<file path="src/rtl/sysrst_pkg.sv">
package sysrst_pkg;

    typedef enum logic [1:0] {
        CAUSE_PWR    = 2'd0,
        CAUSE_CLKMON = 2'd1,
        CAUSE_WDOG   = 2'd2
    } cause_e;

    typedef struct packed {
        logic pin;
        logic clkmon;
        logic wdog;
    } fire_t;

    function automatic logic [1:0] rate_shift(input logic [1:0] sel);
        case (sel)
            2'd0:    rate_shift = 2'd0;
            2'd1:    rate_shift = 2'd1;
            default: rate_shift = 2'd2;
        endcase
    endfunction

    function automatic cause_e pick_cause(input fire_t f, input cause_e prev);
        if (f.pin)         pick_cause = CAUSE_PWR;
        else if (f.clkmon) pick_cause = CAUSE_CLKMON;
        else if (f.wdog)   pick_cause = CAUSE_WDOG;
        else               pick_cause = prev;
    endfunction

    function automatic logic any_fire(input fire_t f);
        any_fire = f.pin | f.clkmon | f.wdog;
    endfunction

endpackage

</file>
<file path="src/rtl/sysrst_eclk_edge.sv">
module sysrst_eclk_edge (
    input  logic clk,
    input  logic pwr_good,
    input  logic eclk_in,
    output logic rise_o,
    output logic edge_o
);
    logic [2:0] sh_q;

    always_ff @(posedge clk) begin
        if (!pwr_good) sh_q <= 3'b000;
        else           sh_q <= {sh_q[1:0], eclk_in};
    end

    assign rise_o = sh_q[1] & ~sh_q[2];
    assign edge_o = sh_q[1] ^ sh_q[2];
endmodule

</file>
<file path="src/rtl/sysrst_settle.sv">
module sysrst_settle #(
    parameter int POR_CYCLES = 4064
) (
    input  logic clk,
    input  logic pwr_good,
    output logic settling_o
);
    localparam int SW = $clog2(POR_CYCLES + 1);
    localparam logic [SW-1:0] DONE = SW'(POR_CYCLES);

    logic [SW-1:0] cnt_q;

    always_ff @(posedge clk) begin
        if (!pwr_good)         cnt_q <= '0;
        else if (cnt_q != DONE) cnt_q <= cnt_q + SW'(1);
    end

    assign settling_o = (cnt_q != DONE);
endmodule

</file>
<file path="src/rtl/sysrst_pin_qual.sv">
module sysrst_pin_qual #(
    parameter int PIN_MIN = 6
) (
    input  logic clk,
    input  logic pwr_good,
    input  logic rst_pin_n,
    output logic fire_o
);
    localparam int QW = (PIN_MIN > 2) ? $clog2(PIN_MIN) : 1;
    localparam logic [QW-1:0] LAST = QW'(PIN_MIN - 1);

    logic [QW-1:0] low_q;

    always_ff @(posedge clk) begin
        if (!pwr_good || rst_pin_n) low_q <= '0;
        else if (low_q != LAST)     low_q <= low_q + QW'(1);
    end

    assign fire_o = pwr_good & ~rst_pin_n & (low_q == LAST);
endmodule

</file>
<file path="src/rtl/sysrst_wdog.sv">
module sysrst_wdog
    import sysrst_pkg::*;
#(
    parameter int PRE_W = 15,
    parameter int WD_W  = 16
) (
    input  logic       clk,
    input  logic       pwr_good,
    input  logic       en,
    input  logic [1:0] rate,
    input  logic       kick,
    input  logic       in_reset,
    input  logic       rise_i,
    output logic       fire_o
);
    localparam int PW = PRE_W + 2;

    logic [PW-1:0]   pre_q;
    logic [PW-1:0]   pre_last;
    logic [WD_W-1:0] wd_q;
    logic            clr;
    logic            tick;

    always_comb begin
        pre_last = (PW'(1) << (PRE_W + int'(rate_shift(rate)))) - PW'(1);
        clr      = ~pwr_good | ~en | kick | in_reset;
        tick     = rise_i & (pre_q >= pre_last);
    end

    always_ff @(posedge clk) begin
        if (clr) begin
            pre_q <= '0;
            wd_q  <= '0;
        end else if (rise_i) begin
            pre_q <= tick ? '0 : pre_q + PW'(1);
            if (tick) wd_q <= wd_q + WD_W'(1);
        end
    end

    assign fire_o = ~clr & tick & (&wd_q);
endmodule

</file>
<file path="src/rtl/sysrst_clkmon.sv">
module sysrst_clkmon #(
    parameter int CM_WIN = 64
) (
    input  logic clk,
    input  logic pwr_good,
    input  logic en,
    input  logic in_reset,
    input  logic edge_i,
    output logic fire_o
);
    localparam int CW = (CM_WIN > 2) ? $clog2(CM_WIN) : 1;
    localparam logic [CW-1:0] LAST = CW'(CM_WIN - 1);

    logic [CW-1:0] idle_q;
    logic          clr;

    assign clr = ~pwr_good | ~en | in_reset | edge_i;

    always_ff @(posedge clk) begin
        if (clr)                 idle_q <= '0;
        else if (idle_q != LAST) idle_q <= idle_q + CW'(1);
    end

    assign fire_o = ~clr & (idle_q == LAST);
endmodule

</file>
<file path="src/rtl/sysrst_seq.sv">
module sysrst_seq
    import sysrst_pkg::*;
#(
    parameter int POR_CYCLES = 4064,
    parameter int PIN_MIN    = 6,
    parameter int PRE_W      = 15,
    parameter int WD_W       = 16,
    parameter int CM_WIN     = 64,
    parameter int RST_HOLD   = 16
) (
    input  logic       clk,
    input  logic       pwr_good,
    input  logic       rst_pin_n,
    input  logic       wd_en,
    input  logic [1:0] wd_rate,
    input  logic       wd_kick,
    input  logic       cm_en,
    input  logic       eclk_in,
    output logic       rst_req,
    output logic [1:0] rst_cause
);
    localparam int HW = $clog2(RST_HOLD + 1);

    logic          e_rise, e_edge;
    logic          settling;
    fire_t         fires;
    logic [HW-1:0] hold_q;
    cause_e        cause_q;

    sysrst_eclk_edge u_edge (
        .clk(clk), .pwr_good(pwr_good), .eclk_in(eclk_in),
        .rise_o(e_rise), .edge_o(e_edge)
    );

    sysrst_settle #(.POR_CYCLES(POR_CYCLES)) u_settle (
        .clk(clk), .pwr_good(pwr_good), .settling_o(settling)
    );

    sysrst_pin_qual #(.PIN_MIN(PIN_MIN)) u_pin (
        .clk(clk), .pwr_good(pwr_good), .rst_pin_n(rst_pin_n),
        .fire_o(fires.pin)
    );

    sysrst_wdog #(.PRE_W(PRE_W), .WD_W(WD_W)) u_wdog (
        .clk(clk), .pwr_good(pwr_good), .en(wd_en), .rate(wd_rate),
        .kick(wd_kick), .in_reset(rst_req), .rise_i(e_rise),
        .fire_o(fires.wdog)
    );

    sysrst_clkmon #(.CM_WIN(CM_WIN)) u_cmon (
        .clk(clk), .pwr_good(pwr_good), .en(cm_en), .in_reset(rst_req),
        .edge_i(e_edge), .fire_o(fires.clkmon)
    );

    always_ff @(posedge clk) begin
        if (!pwr_good) begin
            hold_q  <= '0;
            cause_q <= CAUSE_PWR;
        end else begin
            if (any_fire(fires))  hold_q <= HW'(RST_HOLD);
            else if (hold_q != '0) hold_q <= hold_q - HW'(1);
            cause_q <= pick_cause(fires, cause_q);
        end
    end

    assign rst_req   = settling | (hold_q != '0);
    assign rst_cause = cause_q;
endmodule

</file>
<file path="config.mk">
export PLATFORM = sky130hd
export DESIGN_NAME = sysrst_seq
export DESIGN_NICKNAME = d
export VERILOG_FILES = /design/src/rtl/sysrst_pkg.sv /design/src/rtl/sysrst_eclk_edge.sv /design/src/rtl/sysrst_settle.sv /design/src/rtl/sysrst_pin_qual.sv /design/src/rtl/sysrst_wdog.sv /design/src/rtl/sysrst_clkmon.sv /design/src/rtl/sysrst_seq.sv
export SDC_FILE = /design/constraint.sdc
export NUM_CORES = 1
export LEC_CHECK = 0
export ABC_AREA = 1
export BUFFER_PORTS_ARGS = -buffer_cell sky130_fd_sc_hd__buf_2
export CORE_MARGIN = 2
export CORE_UTILIZATION = 65
export DETAILED_ROUTE_END_ITERATION = 8
export GPL_TIMING_DRIVEN = 1
export PLACE_DENSITY = 0.92
export SYNTH_ARGS = -nofsm -noshare
export SYNTH_HDL_FRONTEND = slang
export SYNTH_HIERARCHICAL = 1
export SYNTH_SLANG_ARGS = --single-unit
</file>
<file path="constraint.sdc">
create_clock -name clk -period 3.6 [get_ports clk]
set_clock_uncertainty 0.05 [all_clocks]
set_input_delay 0 -clock clk [delete_from_list [all_inputs] [get_ports clk]]
set_output_delay 0 -clock clk [all_outputs]
set_load 0.02 [all_outputs]
</file>
[Word-level counts from Yosys, hierarchy flattened]
Index checks and enable logic that the tools add are counted.
Word-level totals
  register bits after elaboration: 64
  output and inout bits: 3
  input bits: 9
  word-level logic and storage cells: 67
Operators by class
  equal/unequal tests: 6
  bitwise gates (word level): 24
  shifts and indexed selects: 1
  reduce and logical (&&, ||, !) cells: 11
  muxes and demuxes: 6
  $add $sub $neg: 8
  magnitude comparators: 1
Operators with widths (count)
  left shift 1 x 32 -> 17 bit, first input constant: 1
  adder 17 x 1 -> 17 bit, second input constant: 1
  greater-or-equal comparator 17 bit: 1
  two-way mux 17 bit: 1
  subtractor 17 x 2 -> 17 bit, second input constant: 1
  adder 16 x 1 -> 16 bit, second input constant: 1
  AND reduction 16 bit: 1
  adder 12 x 1 -> 12 bit, second input constant: 1
  inequality test 12 bit, second input constant: 1
  two-way mux 5 bit: 2
  OR 1 bit: 9
  AND 1 bit: 7
  inverter 1 bit: 7
  adder 6 x 1 -> 6 bit, second input constant: 1
  == test 6 bit, second input constant: 1
  inequality test 6 bit, second input constant: 1
  adder 4 x 2 -> 5 bit, first input constant: 1
  nonzero test 5 bit: 1
  subtractor 5 x 1 -> 5 bit, second input constant: 1
  one-hot mux 2 bit (2 select lines): 1
  nonzero test 2 bit: 2
  OR reduction 2 bit: 2
  adder 3 x 1 -> 3 bit, second input constant: 1
  == test 3 bit, second input constant: 1
  9 further kinds: 10

[Longest topological paths before layout]
  word-level depth: 11
  gate-level depth with buffers: 16
  depth with buffers taken out: 15

[By module]
Netlist, hierarchy kept.
Modules (own cells, without submodules)
  sysrst_wdog: area each 2090.8 um^2, instances 1, cells each 295, seq. area each 660.6 um^2
  sysrst_settle: area each 636.9 um^2, instances 1, cells each 92, seq. area each 240.2 um^2
  sysrst_clkmon: area each 336.6 um^2, instances 1, cells each 45, seq. area each 120.1 um^2
  sysrst_seq: area each 321.6 um^2, instances 1, cells each 44, seq. area each 140.1 um^2
  sysrst_pin_qual: area each 171.4 um^2, instances 1, cells each 25, seq. area each 60.1 um^2
  sysrst_eclk_edge: area each 102.6 um^2, instances 1, cells each 12, seq. area each 60.1 um^2

[Worst setup path after synthesis]
OpenSTA, ideal clock, no wires.
  path kind: register to register
  from: register u_settle.cnt_q[1]
  to: register hold_q[3]
  data required time: 3.433 ns
  path buffers: 1
  cell stages (with the launch flop): 17
  period minus slack after synthesis: 2.402 ns
  arrival time: 2.236 ns
  setup slack: 1.198 ns
  setup time: 0.117 ns
  cells stage by stage: dfxtp_1 -> inv_1 -> ha_1 -> nand2_1 -> nor2_1 -> nand3_2 -> or2_1 -> nor2_1 -> and3_1 -> clkbuf_1 -> nand4_1 -> nor3_2 -> nor2_1 -> inv_1 -> nor2_2 -> nand2_1 -> a21oi_1
RTL lines
  start: declaration: RTL line sysrst_settle.sv:11  | logic [SW-1:0] cnt_q;
  start signal: assignment: RTL line sysrst_settle.sv:15  | else if (cnt_q != DONE) cnt_q <= cnt_q + SW'(1);
  end signal: assignment: RTL line sysrst_seq.sv:60  | if (any_fire(fires)) hold_q <= HW'(RST_HOLD);
  end signal: assignment: RTL line sysrst_seq.sv:61  | else if (hold_q != '0) hold_q <= hold_q - HW'(1);
  end: declaration: RTL line sysrst_seq.sv:27  | logic [HW-1:0] hold_q;

==> summary.md <==
| Metric | Value |
|---|---|
| CTS max path bufs | 2 |
| MaxCap Viol Count | 0 |
| Placed cell count | a little under 600 |
| Ys Warns | 6 |
| Most common cell in the synthesized netlist | nand2_1 |
| WL met1 | ~3400 um |
| Final setup fails | 0 |
| DR DRC count | 0 |
| Synth area leaders | dfxtp_1 35%, nand2_1 13%, nor2_1 7.3%, ha_1 6.5%, inv_1 5.8% |
| Vias in the first global route | 3128 |
| Cell variety after synth | 35 |
| Cts repair resizes | 0 |
| Initial antenna violation count | 0 |
| Unrepaired setup endpoints after global routing | false |
| Synthesized instance count | 513 |
| Yosys reg bits | 64 |
| VDD IR-drop max | about 320 uV |
| Drt wl/cell | 12.31 um |
| Total leakage power | 0.001638 uW |
| Largest net degree at the start of global routing | 23 |
| Final hold vios | 0 |
| Crit path kind | flip-flop to flip-flop |
| Met2 wire length | 3716 um |
| Util after Layout | 74.39% |
| IO Pins | 12 |
| Worst setup EP type | flip-flop |
| Insertion delay to the later sink of the worst-skew pair | 350 ps |
| Port bufs | 11 |
| Drt via density | 5.282 |
| Outcome | complete, no violations |
| Ant. Diodes | 0 |
| Power density cells | roughly 400 nW/um2 |
| TritonRoute pass-1 iters | 5 |
| Commonest cells in the netlist | 124 x nand2_1, 71 x nor2_1, 64 x dfxtp_1 |
| Total Routed Length | 7594 um |
| Die W | 79.04 um |
| Layout area overhead | 11.25% |
| R2R depth | 14 |
| GRT Total Usage | 26.76% |
| Worst EP required | 3820 ps |
| Global route overflow | 0 |
| Synth Cell Area | 3660 um2 |
| 1st-iter DRT viols | 202 |
| Tmin final | 2639 ps |
| CTS tree | done |
| Synth top area share | 35.01% |
| GP Congestion | 0.9431 |
| Fin crit share | 73.31% |
| Cell taking the most area after synthesis | dfxtp_1 |
| Post-route non-filler standard cell count | 617 |
| CTS buffer count | 9 |
| Arrival @ worst endpoint | 2860 ps |
| Design Area, Final | 4071 um2 |
| CTS sink cnt | 64 |
| Sequential cell area | 1281 um2 |
| Clk slew on worst S/H paths | 70 ps |
| Via Count | 3259 |
| First-pass GRT wire length | roughly 13000 um |
| CTS root buf | clkbuf_8 |
| Placement Cell Area | 3781 um2 |
| # fillers | 420 |
| HPWL Detailed | 5165 um |
| Setup TNS Final | 0 ps |
| FP Rows | 27 |
| Multi-input gate area | roughly 2100 um2 |
| Crit start category | flip-flop |
| Post-DRT Antenna Nets | 0 |
| Core Footprint | 5473 um2 |
| Sequential element share of the synthesized area | 35.01% |
| Nets@finish | 568 |
| Post-Syn Area per Cell | 7.134 um2 |
| Routed wl met3 | 311 um |
| Worst hold path class | primary input to flip-flop |
| # hold bufs at CTS | 5 |
| H-tree levels | 3 |
| Asr flop ratio synth | 0% |
| Post-CTS Setup Inserts | 0 |
| Crit-path max FO | 6 |
| Post-synth top flop | dfxtp_1 |
| Count of final max-slew check failures | 0 |
| Die ar. | 6247 um2 |
| FMAX | 0.3789 GHz |
| Worst Hold Depth | 5 |
| Top sig layer | met4 |
| Initial Utilization | 66.87% |
| Number of synthesized flops with an enable pin | 0 |
| Layout cell share with drive strength beyond 1 | 12.48% |
| Die height | 79.04 um |
## final cells by class
class	instances	area share (%)
repair buffers	17	2.766
clock buffers	12	4.057
inverters	58	5.347
flip-flops and latches	64	31.47
clock inverters	4	1.844
multi-input cells	390	52.30
well taps	72	2.213
## final timing paths
kind / slack (ps) / from / endpoint
setup / recovery: 960 / u_settle/cnt_q[0]$_SDFFE_PN0P_ / hold_q[4]$_SDFFE_PN0P_
hold / removal: 130 / wd_kick / u_wdog/wd_q[1]$_SDFFE_PP0P_
hold reg to reg: 390 / u_edge/sh_q[0]$_SDFF_PN0_ / u_edge/sh_q[1]$_SDFF_PN0_
setup reg to reg: 960 / u_settle/cnt_q[0]$_SDFFE_PN0P_ / hold_q[4]$_SDFFE_PN0P_
## cells in the final DEF, fill, tap and decap left out, types with 3 or more instances in the layout
cell type      netlist  final
a21oi_1             29     29
and2_1               3      3
buf_2                1     11
clkbuf_8             0     12
conb_1               1      7
dfxtp_1             64     64
dlygate4sd3_1        0      5
ha_1                19     19
inv_1               57     57
nand2_1            124    124
nand2_2              5      5
nand2_4              3      3
nand3_1             36     36
nand3_2              5      5
nand3b_1             6      6
nand4_1             10     10
nor2_1              71     71
nor2_2              14     14
nor2_4               5      5
nor3_1               7      7
nor3_2               3      3
o21ai_0              4      4
o22ai_1              3      3
xnor2_1             14     14
xor2_1              11     11
## stage by stage
| stage | hold WS, ps | worst slack [ps] | power, uW |
|---|---|---|---|
| after floorplan | 43.45 | 1198 | 866.8 |
| after global placement | 127.7 | 1270 | 886.2 |
| after detailed placement | 144.7 | 1135 | 900.1 |
| after CTS | 104.5 | 962.7 | 1628 |
| after global routing | 148.6 | 694.4 | 1685 |
| final | 131.4 | 960.9 | 1628 |
## cell families (layout without fill, tap and decap cells)
kind of cell | Yosys count | count (layout) | share of synthesized area, %
and+or+nand+nor | 299 | 299 | 39.15
xor gates and xnor gates | 25 | 25 | 5.983
DFF | 64 | 64 | 35.01
other | 1 | 7 | 0.1025
adders and majority gates | 19 | 19 | 6.496
buffers and inverters | 65 | 91 | 7.419
AOI/OAI and AO/OA | 40 | 40 | 5.846
## critical path, stage by stage, from the launching register on
cell      delay (ps)
dfxtp_1          370
inv_1            100
ha_1             190
nand2_1           70
nor2_1           120
nand3_2          130
or2_1            280
nor2_1            80
and3_1           320
nand4_1          140
nor3_2           230
nor2_1            90
inv_1            110
nor2_1            70
a21boi_0         220
## report_power, final
part | internal [uW] | switching [uW]
Combinational | 59.1 | 86.5
Sequential | 729 | 18.2
Clock | 446 | 289
## flip-flops by register name, summed over array words and instances, names as in the netlist
register        cells
u_wdog/wd_q        16
u_edge/sh_q         3
u_wdog/pre_q       17
u_pin/low_q         3
u_cmon/idle_q       6
rst_cause           2
hold_q              5
u_settle/cnt_q     12
## layer usage
layer,GRT usage (%),vias to the layer above
li1,-,1673
met1,31.35,1510
met2,46.02,63
met3,7.727,13
met4,10.52,0
met5,0,-
Note: power is estimated with default switching activity, not from simulation.
